**src/rtl/rx_err_stats_pkg.sv**
```systemverilog
package rx_err_stats_pkg;
  localparam int NUM_CNT = 3;
  localparam int SEL_W   = 2;
  localparam int IDX_CRC   = 0;
  localparam int IDX_ALIGN = 1;
  localparam int IDX_DISC  = 2;

  typedef struct packed {
    logic addr_match;
    logic no_buf;
    logic overrun;
    logic crc_err;
    logic dribble;
  } rx_status_t;
endpackage

```
**src/rtl/rx_err_classify.sv**
```systemverilog
module rx_err_classify
  import rx_err_stats_pkg::*;
(
  input  logic               valid,
  input  rx_status_t         sts,
  output logic [NUM_CNT-1:0] hit
);
  logic dropped;
  logic counted_ok;

  always_comb begin
    dropped    = sts.no_buf | sts.overrun;
    counted_ok = sts.addr_match & ~dropped;
    hit        = '0;
    if (valid) begin
      hit[IDX_DISC]  = dropped;
      hit[IDX_ALIGN] = counted_ok & sts.dribble;
      hit[IDX_CRC]   = counted_ok & ~sts.dribble & sts.crc_err;
    end
  end
endmodule

```
**src/rtl/rx_err_counter.sv**
```systemverilog
module rx_err_counter #(
  parameter int CNT_W = 32
) (
  input  logic             clk,
  input  logic             rst,
  input  logic             step,
  input  logic             load,
  input  logic [CNT_W-1:0] load_val,
  output logic [CNT_W-1:0] value
);
  always_ff @(posedge clk) begin
    if (rst)
      value <= '0;
    else if (load)
      value <= load_val;
    else if (step)
      value <= value + CNT_W'(1);
  end
endmodule

```
**src/rtl/rx_err_stats.sv**
```systemverilog
module rx_err_stats
  import rx_err_stats_pkg::*;
#(
  parameter int CNT_W = 32
) (
  input  logic             clk,
  input  logic             rst,
  input  logic             rx_enable,
  input  logic             sts_valid,
  input  logic             sts_addr_match,
  input  logic             sts_no_buf,
  input  logic             sts_overrun,
  input  logic             sts_crc_err,
  input  logic             sts_dribble,
  input  logic             host_wr,
  input  logic [SEL_W-1:0] host_sel,
  input  logic [CNT_W-1:0] host_wdata,
  output logic [CNT_W-1:0] host_rdata
);
  rx_status_t                     sts;
  logic [NUM_CNT-1:0]             inc_hit;
  logic [NUM_CNT-1:0]             load_hit;
  logic [NUM_CNT-1:0][CNT_W-1:0]  cnt_q;
  logic [CNT_W-1:0]               rd_mux;

  assign sts = '{addr_match: sts_addr_match, no_buf: sts_no_buf,
                 overrun: sts_overrun, crc_err: sts_crc_err,
                 dribble: sts_dribble};

  rx_err_classify u_cls (
    .valid (sts_valid),
    .sts   (sts),
    .hit   (inc_hit)
  );

  for (genvar i = 0; i < NUM_CNT; i++) begin : g_cnt
    assign load_hit[i] = host_wr & ~rx_enable & (host_sel == SEL_W'(i));
    rx_err_counter #(.CNT_W(CNT_W)) u_cnt (
      .clk      (clk),
      .rst      (rst),
      .step     (inc_hit[i]),
      .load     (load_hit[i]),
      .load_val (host_wdata),
      .value    (cnt_q[i])
    );
  end

  always_comb begin
    rd_mux = '0;
    for (int i = 0; i < NUM_CNT; i++)
      if (host_sel == SEL_W'(i)) rd_mux = cnt_q[i];
  end

  always_ff @(posedge clk) begin
    if (rst) host_rdata <= '0;
    else     host_rdata <= rd_mux;
  end
endmodule

```
**config.mk**
```make
export PLATFORM = sky130hd
export DESIGN_NAME = rx_err_stats
export DESIGN_NICKNAME = d
export VERILOG_FILES = /design/src/rtl/rx_err_stats_pkg.sv /design/src/rtl/rx_err_classify.sv /design/src/rtl/rx_err_counter.sv /design/src/rtl/rx_err_stats.sv
export SDC_FILE = /design/constraint.sdc
export NUM_CORES = 1
export LEC_CHECK = 0
export ABC_AREA = 0
export ABC_CLOCK_PERIOD_IN_PS = 3050
export CELL_PAD_IN_SITES_DETAIL_PLACEMENT = 1
export CELL_PAD_IN_SITES_GLOBAL_PLACEMENT = 1
export CORE_MARGIN = 10
export CORE_UTILIZATION = 46
export DETAILED_ROUTE_END_ITERATION = 7
export HOLD_SLACK_MARGIN = 0.12
export PLACE_DENSITY_LB_ADDON = 0.08
export SYNTH_ARGS = -nofsm -noshare
export SYNTH_HDL_FRONTEND = slang
export SYNTH_SLANG_ARGS = --single-unit
```
**constraint.sdc**
```tcl
create_clock -name clk -period 3.05 [get_ports clk]
set_input_delay 0.4575 -clock clk [delete_from_list [all_inputs] [get_ports clk]]
set_output_delay 0.4575 -clock clk [all_outputs]
set_load 0.1 [all_outputs]
```
Word-level counts from Yosys, hierarchy flattened

Cells that the tools add are included.

Bits in registers: 128
Output and inout port bits: 32
Logic and storage cells: 35

Bitwise gates (word level): 12
Reduce and logical (&&, ||, !) cells: 4
Add/subtract/negate cells: 3
Mux-type cells: 10
Eq/ne operators: 2

Operators by type and width:

| kind                    | number |
|---|---|
| $mux W32                | 9 |
| $add A32 B1 Y32 const B | 3 |
| $and A1 B1 Y1           | 8 |
| $reduce_bool A2 Y1      | 3 |
| $mux W3                 | 1 |
| $not A1 Y1              | 3 |
| $eq A2 B1 Y1 const B    | 1 |
| $eq A2 B2 Y1 const B    | 1 |
| $logic_not A2 Y1        | 1 |
| $or A1 B1 Y1            | 1 |

Longest topological paths before layout

Gate-level depths: netlist (run 1).

Depth after elaboration: 8
Gate-level depth with buffers: 8
Gate-level depth less buffers: 6

Cells and area by module

Synthesis (run 1) repeated with hierarchy kept, for this count alone.

Cell total of the unflattened synthesis: 912
Area, all modules: 7887.6 um^2

By module, submodules not included:

| module          | sequential area each (um^2) | area each (um^2) | instances | cells an instance |
|---|---|---|---|---|
| rx_err_counter  | 640.6                       | 1924.3           | 3         | 241 |
| rx_err_stats    | 640.6                       | 2078.2           | 1         | 184 |
| rx_err_classify | 0.0                         | 36.3             | 1         | 5 |

Least setup slack after synthesis (run 1)

No wires, ideal clock.

Path type: input -> register
Start point: in sts_no_buf
End point: reg g_cnt[1].u_cnt.value[9]
Data arrival time: 1808 ps
Setup time: 91 ps
Required time: 2959 ps
Slack: 1151 ps
Path buffers: 2
Cell stages on the path: 6
Cells stage by stage: and4bb_2 -> buf_4 -> nand4_1 -> buf_2 -> or3_2 -> a311oi_1

Longest elaborated chain between the ends: 6

Ends and longest elaborated chain:

| item                         | line                  | RTL |
|---|---|---|
| start, declared              | rx_err_stats.sv:11    | `input logic sts_no_buf,` |
| $or A1 B1 Y1                 | rx_err_classify.sv:12 | `dropped = sts.no_buf \| sts.overrun;` |
| $not A1 Y1                   | rx_err_classify.sv:13 | `counted_ok = sts.addr_match & ~dropped;` |
| $and A1 B1 Y1                | rx_err_classify.sv:13 |  |
| $and A1 B1 Y1                | rx_err_classify.sv:17 | `hit[IDX_ALIGN] = counted_ok & sts.dribble;` |
| $mux W3                      | rx_err_classify.sv:15 | `if (valid) begin` |
| $reduce_bool A2 Y1 (no line) | n/a                   |  |
| end signal, assigned         | rx_err_counter.sv:15  | `value <= load_val;` |
| end signal, assigned         | rx_err_counter.sv:17  | `value <= value + CNT_W'(1);` |
| end, declared                | rx_err_counter.sv:9   | `output logic [CNT_W-1:0] value` |

Every way passes these cells.
A chain may end at the register's enable or synchronous reset.

Worst setup path after layout (run 1)

Start point: in sts_overrun
End point: reg g_cnt[1].u_cnt.value[23]

Longest elaborated chain between the ends: 6

Ends and longest elaborated chain:

| item                         | line                  | RTL |
|---|---|---|
| start, declared              | rx_err_stats.sv:12    | `input logic sts_overrun,` |
| $or A1 B1 Y1                 | rx_err_classify.sv:12 |  |
| $not A1 Y1                   | rx_err_classify.sv:13 |  |
| $and A1 B1 Y1                | rx_err_classify.sv:13 |  |
| $and A1 B1 Y1                | rx_err_classify.sv:17 |  |
| $mux W3                      | rx_err_classify.sv:15 |  |
| $reduce_bool A2 Y1 (no line) | n/a                   |  |

Every way passes these cells.

==> results of run 1 <==
==> logic make-up after synthesis <==
kind of cell    after synthesis  synth area share
buf+inv                      66            0.0383
xor+xnor                     83             0.108
flops                       128             0.380
simple gates                362             0.266
compound gates              151             0.151
fa+ha+maj                     3           0.00557
mux                          34            0.0505
==> layout by cell type (no fill, tap or decap), types with 12 or more instances in the layout <==
cell type / count
a211oi_1: 74
a21oi_1: 38
and3_1: 16
buf_4: 51
clkbuf_16: 17
clkdlybuf4s50_1: 41
dfxtp_1: 128
inv_1: 12
mux2i_1: 34
nand2_1: 35
nand3_1: 33
nand4_1: 23
nor2_1: 160
nor3_1: 25
nor4_1: 22
o21ai_0: 12
xnor2_1: 58
xor2_1: 25
==> worst min-delay path by stage <==
stage / from / to / slack, ps / cells past startpoint
5_1_grt: g_cnt[0].u_cnt.value[1]$_SDFFE_PP0P_ / g_cnt[0].u_cnt.value[1]$_SDFFE_PP0P_ / 570 / 2
3_3_place_gp: g_cnt[0].u_cnt.value[1]$_SDFFE_PP0P_ / g_cnt[0].u_cnt.value[1]$_SDFFE_PP0P_ / 510 / 2
4_1_cts: g_cnt[0].u_cnt.value[1]$_SDFFE_PP0P_ / g_cnt[0].u_cnt.value[1]$_SDFFE_PP0P_ / 540 / 2
3_5_place_dp: g_cnt[0].u_cnt.value[1]$_SDFFE_PP0P_ / g_cnt[0].u_cnt.value[1]$_SDFFE_PP0P_ / 530 / 2
6_report: g_cnt[0].u_cnt.value[1]$_SDFFE_PP0P_ / g_cnt[0].u_cnt.value[1]$_SDFFE_PP0P_ / 540 / 2
2_1_floorplan: g_cnt[1].u_cnt.value[31]$_SDFFE_PP0P_ / host_rdata[31]$_SDFF_PP0_ / 480 / 2
==> area by class of cell <==
type | instances | area, sq um | area share
timing repair buffer | 95 | 838 | 0.102
clock buffer | 22 | 484 | 0.0589
tap | 184 | 230 | 0.0280
clock inverter | 10 | 133 | 0.0161
inverter | 12 | 45.0 | 0.00548
multi-input combinational | 633 | 3930 | 0.478
sequential | 128 | 2560 | 0.312
==> power groups by stage <==
stage	Combinational (uW)	Sequential (uW)	Clock, uW
floorplan	181	1870	0
finish	401	1800	2130
global route	429	1810	2220
detailed placement	394	1830	0
global placement	383	1830	0
CTS	399	1800	2150
==> state kept, by name, indices dropped and copies added (netlist names) <==
signal and flops:
g_cnt.u_cnt.value 96, host_rdata 32
==> critical path: cells and delay by family <==
family / cells / cell delay (ps)
xor+xnor: 1 / 130
buf+inv: 1 / 500
simple gates: 3 / 1330
compound gates: 1 / 250
==> per-layer routing <==
layer | vias to the layer above | GRT usage | part of all wire
li1 | 3107 | - | -
met1 | 3339 | 0.293 | 0.43
met2 | 183 | 0.400 | 0.49
met3 | 55 | 0.0480 | 0.048
met4 | 0 | 0.113 | 0.038
met5 | - | 0 | 0
==> metrics by stage <==
step           area [sq um]  hold WS [ps]  utilization  total power (uW)  setup slack [ps]
3_3_place_gp           7600           505        0.527              2210               427
2_1_floorplan          6740           476            -              2050              1150
6_report               8220           538        0.570              4330               699
5_1_grt                8220           572        0.570              4460               503
4_1_cts                8220           538        0.570              4340               730
3_5_place_dp           7600           533        0.527              2230               281
==> results.md, run 1 <==
- Status: finished clean
- Flop pwr share: 0.416
- Register-to-register setup slack: 710 ps
- Hold Path Class: register to register
- Number of diodes: 0
- Final hold vios: 0
- Min Tclk post-route: 2350 ps
- Sequential fraction of the synthesis area: 0.380
- Drt pass-1 iters: 5
- R2r endpoint: g_cnt[2].u_cnt.value[18]$_SDFFE_PP0P_
- HPWL Detailed: 17.2 mm
- CP max stage cell: and4bb_2
- Post-synth EDFFs: 0
- Global-route wire length before repair: 38.5 mm
- Placed cells: 1052
- Final net count: 934
- Least-Margin Pin Slew: 997 ps
- Clock network fraction of design power: 0.492
- Cell Chain, Critical Path: clkdlybuf4s50_1 -> and4bb_2 -> nand2_1 -> nor4_1 -> xnor2_1 -> a211oi_1
- Max Cap Viol: 0
- DR WL/cell: 22.3 microns
- WS Path Type: input port to register
- Syn_area_per_cell: 8.15 sq um
- Initial cell density of the core: 0.467
- CTS Hold Bufs: 0
- Relative slew slack: 0.334
- Die area: 0.0199 sq mm
- CTS root buf: clkbuf_16
- PwrDens: 527 mW/mm^2
- # setup viols final: 0
- Clk slew on worst S/H paths: 50 ps
- Switching share of total power: 0.251
- Switching power: 1090 uW
- Gate Count Post-Synth: 827
- Synthesized area: 0.00674 sq mm
- # fillers: 1704
- Fraction of the cycle the final worst path needs: 0.771
- CP Capture Point: g_cnt[1].u_cnt.value[23]$_SDFFE_PP0P_
- Cell variety after synth: 42
- Fmax: 425 MHz
- Total Routing Usage GR: 0.241
- Drt total wl: 24.2 mm
- Combinational power share: 0.093
- Core ar.: 0.0144 sq mm
- Die W: 141 microns
- Largest net degree at the start of global routing: 79
- Initial antenna violation count: 0
- Maximum VDD drop: 402 uV
- Top FF cell, synth: dfxtp_1
- Worst Path Required: 3380 ps
- Nature of the critical path endpoint: register
- GR Overflow Total: 0
- I/O pin total: 76
- Most numerous cell in the Yosys netlist: nor2_1
- Port bufs: 75
- Via count: 6684
- GPL Wtd Cong: 0.881
- Clock Skew: 7.86 ps
- CP startpoint kind: input port
- Setup Fix Bufs, Post-CTS: 0
- Die Y: 141 microns
- Signal arrival time at the worst endpoint: 2680 ps
- Synth top area cells: dfxtp_1 38%, nor2_1 8.9%, a211oi_1 8.2%
- Final ANT Viol Nets: 0
- Yosys reg bits: 128
- Max clock buf depth: 2
- Number of remaining DRC errors: 0
- Cts bufs inserted: 17
- Reg2reg path depth: 5
- Largest area contributor in the netlist: dfxtp_1
- Max H-tree Level: 4
- Synth top cells by count: 160 x nor2_1, 128 x dfxtp_1, 74 x a211oi_1
- Clock latency on the worst-skew pair: 420 ps
- Fin cells: 1084
- Syn_nets: 874
- Critical Path Fanout Max: 13
- Vias in the first global route: 6931
- # rows: 44
- CTS tree: built
- Worst path max stage delay: 530 ps
- Layout cell share with drive strength beyond 1: 0.108
- Internal power: 3250 uW
- RSZ-0062 raised after global routing: false
- Setup TNS: 0 ps
- Clock Sinks: 128
- Vias/cell: 6.17
- Pleak: 0.00289 uW
- Layout area overhead: 22.0%
- Fin. max-slew vios: 0
- Post-cts resize count: 0
- Async SR Flop Fraction: 0
- Critical R2R Launch: g_cnt[2].u_cnt.value[7]$_SDFFE_PP0P_
- Drt first-iter violations: 472
- CP startpoint: sts_overrun
- Yosys top cell area share: 0.380
- YS warnings: 0
(Power assumes the default switching activity.)
==> inputs of run 2 (changes only) <==
--- a/config.mk
+++ b/config.mk
@@ -6,11 +6,11 @@
 export NUM_CORES = 1
 export LEC_CHECK = 0
 export ABC_AREA = 0
-export ABC_CLOCK_PERIOD_IN_PS = 3050
+export ABC_CLOCK_PERIOD_IN_PS = 2500
 export CELL_PAD_IN_SITES_DETAIL_PLACEMENT = 1
 export CELL_PAD_IN_SITES_GLOBAL_PLACEMENT = 1
 export CORE_MARGIN = 10
-export CORE_UTILIZATION = 46
+export CORE_UTILIZATION = 42
 export DETAILED_ROUTE_END_ITERATION = 7
 export HOLD_SLACK_MARGIN = 0.12
 export PLACE_DENSITY_LB_ADDON = 0.08
==> constraint.sdc (replaced) <==
create_clock -name clk -period 2.5 [get_ports clk]
set_input_delay 0.375 -clock clk [delete_from_list [all_inputs] [get_ports clk]]
set_output_delay 0.375 -clock clk [all_outputs]
set_load 0.1 [all_outputs]
==> run 2 against run 1 <==
Against the previous run:
- design area grew 2.4%
- register-to-register slack got worse by 630 ps
- clock skew increased by 0.55 ps
- power rose by 23%
- clock power increased by 23%
- utilization shrank 3.8 points
- count of clock-buffer cells in the layout is 3 lower
- worst hold slack worse by 24 ps
- first-iteration DRC count up 8.5%
- critical endpoint is now g_cnt[0].u_cnt.value[31]$_SDFFE_PP0P_
- largest cell class unchanged
- largest power group unchanged
==> results.md, run 2 (synthesis gave the netlist of run 1 again) <==
- Cell Chain, Critical Path: and4_1 -> nand4_2 -> nor4_1 -> buf_4 -> xnor2_1 -> a211oi_1
- Regs by FF count: g_cnt.u_cnt.value (96), host_rdata (32)
- Critical Path Fanout Max: 14
- WS Path Type: register to register
- Setup Fix Bufs, Post-CTS: 0
- HPWL Detailed: 18.0 mm
- Max Cap Viol: 0
- Signal arrival time at the worst endpoint: 2760 ps
- Number of flip-flops in the largest register: 96
- Placed cells: 1101
- Clock latency on the worst-skew pair: 430 ps
- Vias in the first global route: 7086
- CTS Hold Bufs: 0
- Drt pass-1 iters: 5
- Layout cell share with drive strength beyond 1: 0.123
- Worst Path Required: 2830 ps
- GR Overflow Total: 0
- Drt first-iter violations: 512
- Fin cells: 1132
- DR WL/cell: 21.9 microns
- Die W: 147 microns
- Hold Path Class: input port to register
- Fmax: 413 MHz
- PwrDens: 633 mW/mm^2
- Final net count: 951
- Min Tclk post-route: 2420 ps
- Vias/cell: 5.87
- Die area: 0.0215 sq mm
- Initial antenna violation count: 0
- Clk slew on worst S/H paths: 60 ps
- Port bufs: 75
- Final ANT Viol Nets: 0
- Layout area overhead: 24.9%
- Design Area, Final: 0.00842 sq mm
- Die Y: 147 microns
- # setup viols final: 0
- Drt total wl: 24.8 mm
- Least-Margin Pin Slew: 737 ps
- GPL Wtd Cong: 0.911
- Relative slew slack: 0.509
- Largest net degree at the start of global routing: 63
- # rows: 46
- CTS tree: built
- Initial cell density of the core: 0.426
- Max H-tree Level: 4
- Cts bufs inserted: 17
- CP max stage cell: nor4_1
- Number of remaining DRC errors: 0
- Status: finished clean
- Nature of the critical path endpoint: register
- CP startpoint kind: register
- CTS root buf: clkbuf_16
- RSZ-0062 raised after global routing: false
- Global-route wire length before repair: 39.7 mm
- Pleak: 0.00299 uW
- Cell area after placement: 0.00781 sq mm
- Final hold vios: 0
- Fraction of the cycle the final worst path needs: 0.969
- Maximum VDD drop: 508 uV
- Most frequent cells in the layout: 160 x nor2_1, 128 x dfxtp_1, 74 x a211oi_1
- Fin. max-slew vios: 0
- Clock Sinks: 128
- Worst path max stage delay: 670 ps
- I/O pin total: 76
- Clock Skew: 8.41 ps
- Via count: 6650
- Number of diodes: 0
- Largest Register: g_cnt.u_cnt.value
- Total Routing Usage GR: 0.232
- Top delay family on crit path: simple AND/OR/NAND/NOR gates
- Post-cts resize count: 0
- Commonest non-fill, non-tap cell in the layout: nor2_1
- Max clock buf depth: 2
- Core ar.: 0.0158 sq mm
- Crit path buf inv count: 1
==> run 2: changes by cell type in the layout (fill, tap and decap cells not counted) <==
cell,before,now
clkinv_2,4,6
buf_4,51,65
clkinv_4,0,1
clkbuf_8,4,1
bufinv_16,3,4
clkinvlp_4,3,1
buf_12,2,5
==> run 2: area by class of cell <==
type                       count  area (sq um)
inverter                      12          45.0
clock inverter                12           166
sequential                   128          2560
multi-input combinational    633          3930
clock buffer                  19           443
tap                          216           270
fill                        1907          7410
timing repair buffer         112          1000
==> run 2: final timing paths <==
check	from	to	slack (ps)	cells after the start
setup / recovery	g_cnt[0].u_cnt.value[5]$_SDFFE_PP0P_	g_cnt[0].u_cnt.value[31]$_SDFFE_PP0P_	80	6
hold / removal	rst	host_rdata[12]$_SDFF_PP0_	510	2
setup reg to reg	g_cnt[0].u_cnt.value[5]$_SDFFE_PP0P_	g_cnt[0].u_cnt.value[31]$_SDFFE_PP0P_	80	6
hold reg to reg	g_cnt[0].u_cnt.value[1]$_SDFFE_PP0P_	g_cnt[0].u_cnt.value[1]$_SDFFE_PP0P_	530	2
==> run 2: metal layers <==
layer / GRT usage / wire length (microns) / up-vias
li1: - / - / 3127
met1: 0.279 / 10700 / 3290
met2: 0.386 / 12100 / 182
met3: 0.0510 / 1180 / 51
met4: 0.104 / 847 / 0
met5: 0 / 0 / -
==> run 2: worst register-to-register path, cell delays in order (launching register included) <==
cell and delay [ps]:
dfxtp_1 420, and4_1 310, nand4_2 420, nor4_1 680, buf_4 210, xnor2_1 50
a211oi_1 230
==> run 2: metrics by stage <==
step | utilization | hold WS (ps) | total power (uW) | worst slack [ps] | TNS [ps]
after global routing | 0.532 | 524 | 5500 | 43.1 | 0
after CTS | 0.532 | 478 | 5350 | 151 | 0
final | 0.532 | 514 | 5320 | 77.8 | 0
after floorplan | - | 476 | 2500 | 640 | 0
after global placement | 0.493 | 499 | 2720 | -17.0 | -17.0
after detailed placement | 0.493 | 514 | 2730 | -38.2 | -38.2
==> run 2: power by group <==
part / leakage [uW] / switching (uW) / internal [uW]
combinational: 0.00165 / 308 / 197
sequential: 0.00104 / 87.1 / 2110
clock: 0.000302 / 946 / 1680
total: 0.00299 / 1340 / 3980
==> inputs of run 3 (changes only) <==
--- a/config.mk
+++ b/config.mk
@@ -6,7 +6,7 @@
 export NUM_CORES = 1
 export LEC_CHECK = 0
 export ABC_AREA = 0
-export ABC_CLOCK_PERIOD_IN_PS = 2500
+export ABC_CLOCK_PERIOD_IN_PS = 2300
 export CELL_PAD_IN_SITES_DETAIL_PLACEMENT = 1
 export CELL_PAD_IN_SITES_GLOBAL_PLACEMENT = 1
 export CORE_MARGIN = 10
==> constraint.sdc (replaced) <==
create_clock -name clk -period 2.3 [get_ports clk]
set_input_delay 0.345 -clock clk [delete_from_list [all_inputs] [get_ports clk]]
set_output_delay 0.345 -clock clk [all_outputs]
set_load 0.1 [all_outputs]
==> run 3 against run 2 <==
Against the previous run:
- combinational power up 8.9%
- sequential power up 9%
- design area rose by 0.76%
- clock power up 5%
- critical path depth grew 1
- fmax grew 11%
- die area stayed put
- non-clock buffer count rose by 11
- global-route usage fell by 0.37 points
- register-to-register slack improved by 40 ps
- largest cell class unchanged
==> results.md, run 3 (synthesis gave the netlist of run 1 again) <==
- Status: finished clean
- Relative slew slack: 0.562
- WS Path Type: register to register
- Fin. max-slew vios: 0
- I/O pin total: 76
- Hold Path Class: input port to register
- Switching power: 1450 uW
- Crit path buf inv count: 2
- Final net count: 962
- CP startpoint: g_cnt[0].u_cnt.value[5]$_SDFFE_PP0P_
- Design Area, Final: 0.00848 sq mm
- R2r endpoint: g_cnt[0].u_cnt.value[31]$_SDFFE_PP0P_
- HPWL Detailed: 18.2 mm
- Drt pass-1 iters: 5
- Critical R2R Launch: g_cnt[0].u_cnt.value[5]$_SDFFE_PP0P_
- Drt first-iter violations: 450
- Fmax: 459 MHz
- Die Y: 147 microns
- Number of diodes: 0
- # rows: 46
- CP startpoint kind: register
- Cell area after placement: 0.00788 sq mm
- Most frequent cells in the layout: 160 x nor2_1, 128 x dfxtp_1, 77 x buf_4
- Signal arrival time at the worst endpoint: 2520 ps
- Internal power: 4250 uW
- Die W: 147 microns
- Final hold vios: 0
- Via count: 6671
- Max H-tree Level: 4
- DR WL/cell: 21.6 microns
- Min Tclk post-route: 2180 ps
- Number of remaining DRC errors: 0
- Top delay family on crit path: simple AND/OR/NAND/NOR gates
- PwrDens: 672 mW/mm^2
- Worst path most repeated cell: buf_4
- Fin cells: 1144
- Setup Fix Bufs, Post-CTS: 0
- Max Cap Viol: 0
- CP Capture Point: g_cnt[0].u_cnt.value[31]$_SDFFE_PP0P_
- Worst path max stage delay: 450 ps
- Clk slew on worst S/H paths: 60 ps
- Vias in the first global route: 6960
- Final ANT Viol Nets: 0
- Reg2reg path depth: 7
- Layout area overhead: 25.9%
- Largest Register: g_cnt.u_cnt.value
- Pleak: 0.00303 uW
- Placed cells: 1112
- Critical Path Fanout Max: 17
- Initial cell density of the core: 0.426
- Nature of the critical path endpoint: register
- Global-route wire length before repair: 39.2 mm
- Least-Margin Pin Slew: 657 ps
- Layout cell share with drive strength beyond 1: 0.136
- Clock Sinks: 128
- Switching share of total power: 0.254
- Regs by FF count: g_cnt.u_cnt.value (96), host_rdata (32)
- RSZ-0062 raised after global routing: false
- Core ar.: 0.0158 sq mm
- Flop pwr share: 0.419
- Port bufs: 75
- Vias/cell: 5.83
- Worst Path Required: 2640 ps
- Worst path depth: 7
- Maximum VDD drop: 613 uV
- # setup viols final: 0
- Initial antenna violation count: 0
- Combinational power share: 0.096
- Total Routing Usage GR: 0.228
- Clock latency on the worst-skew pair: 430 ps
- Util after Layout: 0.536
- Cts bufs inserted: 17
- GR Overflow Total: 0
- CTS tree: built
- Register-to-register setup slack: 120 ps
- CTS root buf: clkbuf_16
- GPL Wtd Cong: 0.910
- Die area: 0.0215 sq mm
- CP max stage cell: nor4_2
- Fraction of the cycle the final worst path needs: 0.947
- Clock Skew: 7.87 ps
- Commonest non-fill, non-tap cell in the layout: nor2_1
- Max clock buf depth: 2
- Setup TNS: 0 ps
- Cell Chain, Critical Path: and4_1 -> nand4_2 -> buf_4 -> nor4_2 -> buf_4 -> xnor2_1 -> a211oi_1
- Drt total wl: 24.7 mm
- Number of flip-flops in the largest register: 96
- Clock network fraction of design power: 0.485
- Largest net degree at the start of global routing: 59
## run 3: changes by cell type in the layout (fill, tap and decap cells not counted), sizes merged
cell	before	now
bufinv	4	3
clkinvlp	1	2
buf	71	82
clkbuf	19	20
## run 3: cell type report
type / instances / area (sq um)
clock buffers: 20 / 457
clock inverters: 12 / 140
inverters: 12 / 45.0
multi-input cells: 633 / 3930
well taps: 216 / 270
fillers: 1901 / 7350
repair buffers: 123 / 1070
flip-flops and latches: 128 / 2560
## run 3: power groups by stage
stage / Clock (uW) / Sequential (uW) / Combinational (uW)
after floorplan: 0 / 2480 / 240
after global placement: 0 / 2420 / 534
after detailed placement: 0 / 2430 / 543
after CTS: 2800 / 2380 / 548
after global routing: 2910 / 2400 / 584
final: 2760 / 2390 / 550
## run 3: metal layers
layer	vias to the layer above	wire, microns	track usage	part of all wire
met2	142	12500	0.397	0.50
met3	38	1060	0.0482	0.043
li1	3154	-	-	-
met5	-	0	0	0
met1	3337	10600	0.270	0.43
met4	0	625	0.0806	0.025
## run 3: through the flow
| step | hold slack, ps | worst slack (ps) | power [uW] |
|---|---|---|---|
| 3_5_place_dp | 524 | -269 | 2970 |
| 3_3_place_gp | 503 | -214 | 2960 |
| 6_report | 422 | 121 | 5700 |
| 2_1_floorplan | 454 | 440 | 2720 |
| 4_1_cts | 406 | 130 | 5740 |
| 5_1_grt | 440 | 16.6 | 5890 |
## run 3: how the worst min path moves through the flow
stage,end,slack (ps),cells past startpoint,from
after global routing,host_rdata[24]$_SDFF_PP0_,440,2,rst
after CTS,host_rdata[21]$_SDFF_PP0_,410,2,rst
after global placement,host_rdata[31]$_SDFF_PP0_,500,2,g_cnt[1].u_cnt.value[31]$_SDFFE_PP0P_
after detailed placement,g_cnt[0].u_cnt.value[1]$_SDFFE_PP0P_,520,2,g_cnt[0].u_cnt.value[1]$_SDFFE_PP0P_
final,host_rdata[30]$_SDFF_PP0_,420,2,rst
after floorplan,g_cnt[0].u_cnt.value[13]$_SDFFE_PP0P_,450,2,host_wdata[13]
## run 3: repair_timing
action	4_1_cts	5_1_grt
gates resized for setup	1	0
endpoints found under the hold margin	0	0
setup endpoints to repair	1	0
hold buffers	0	0
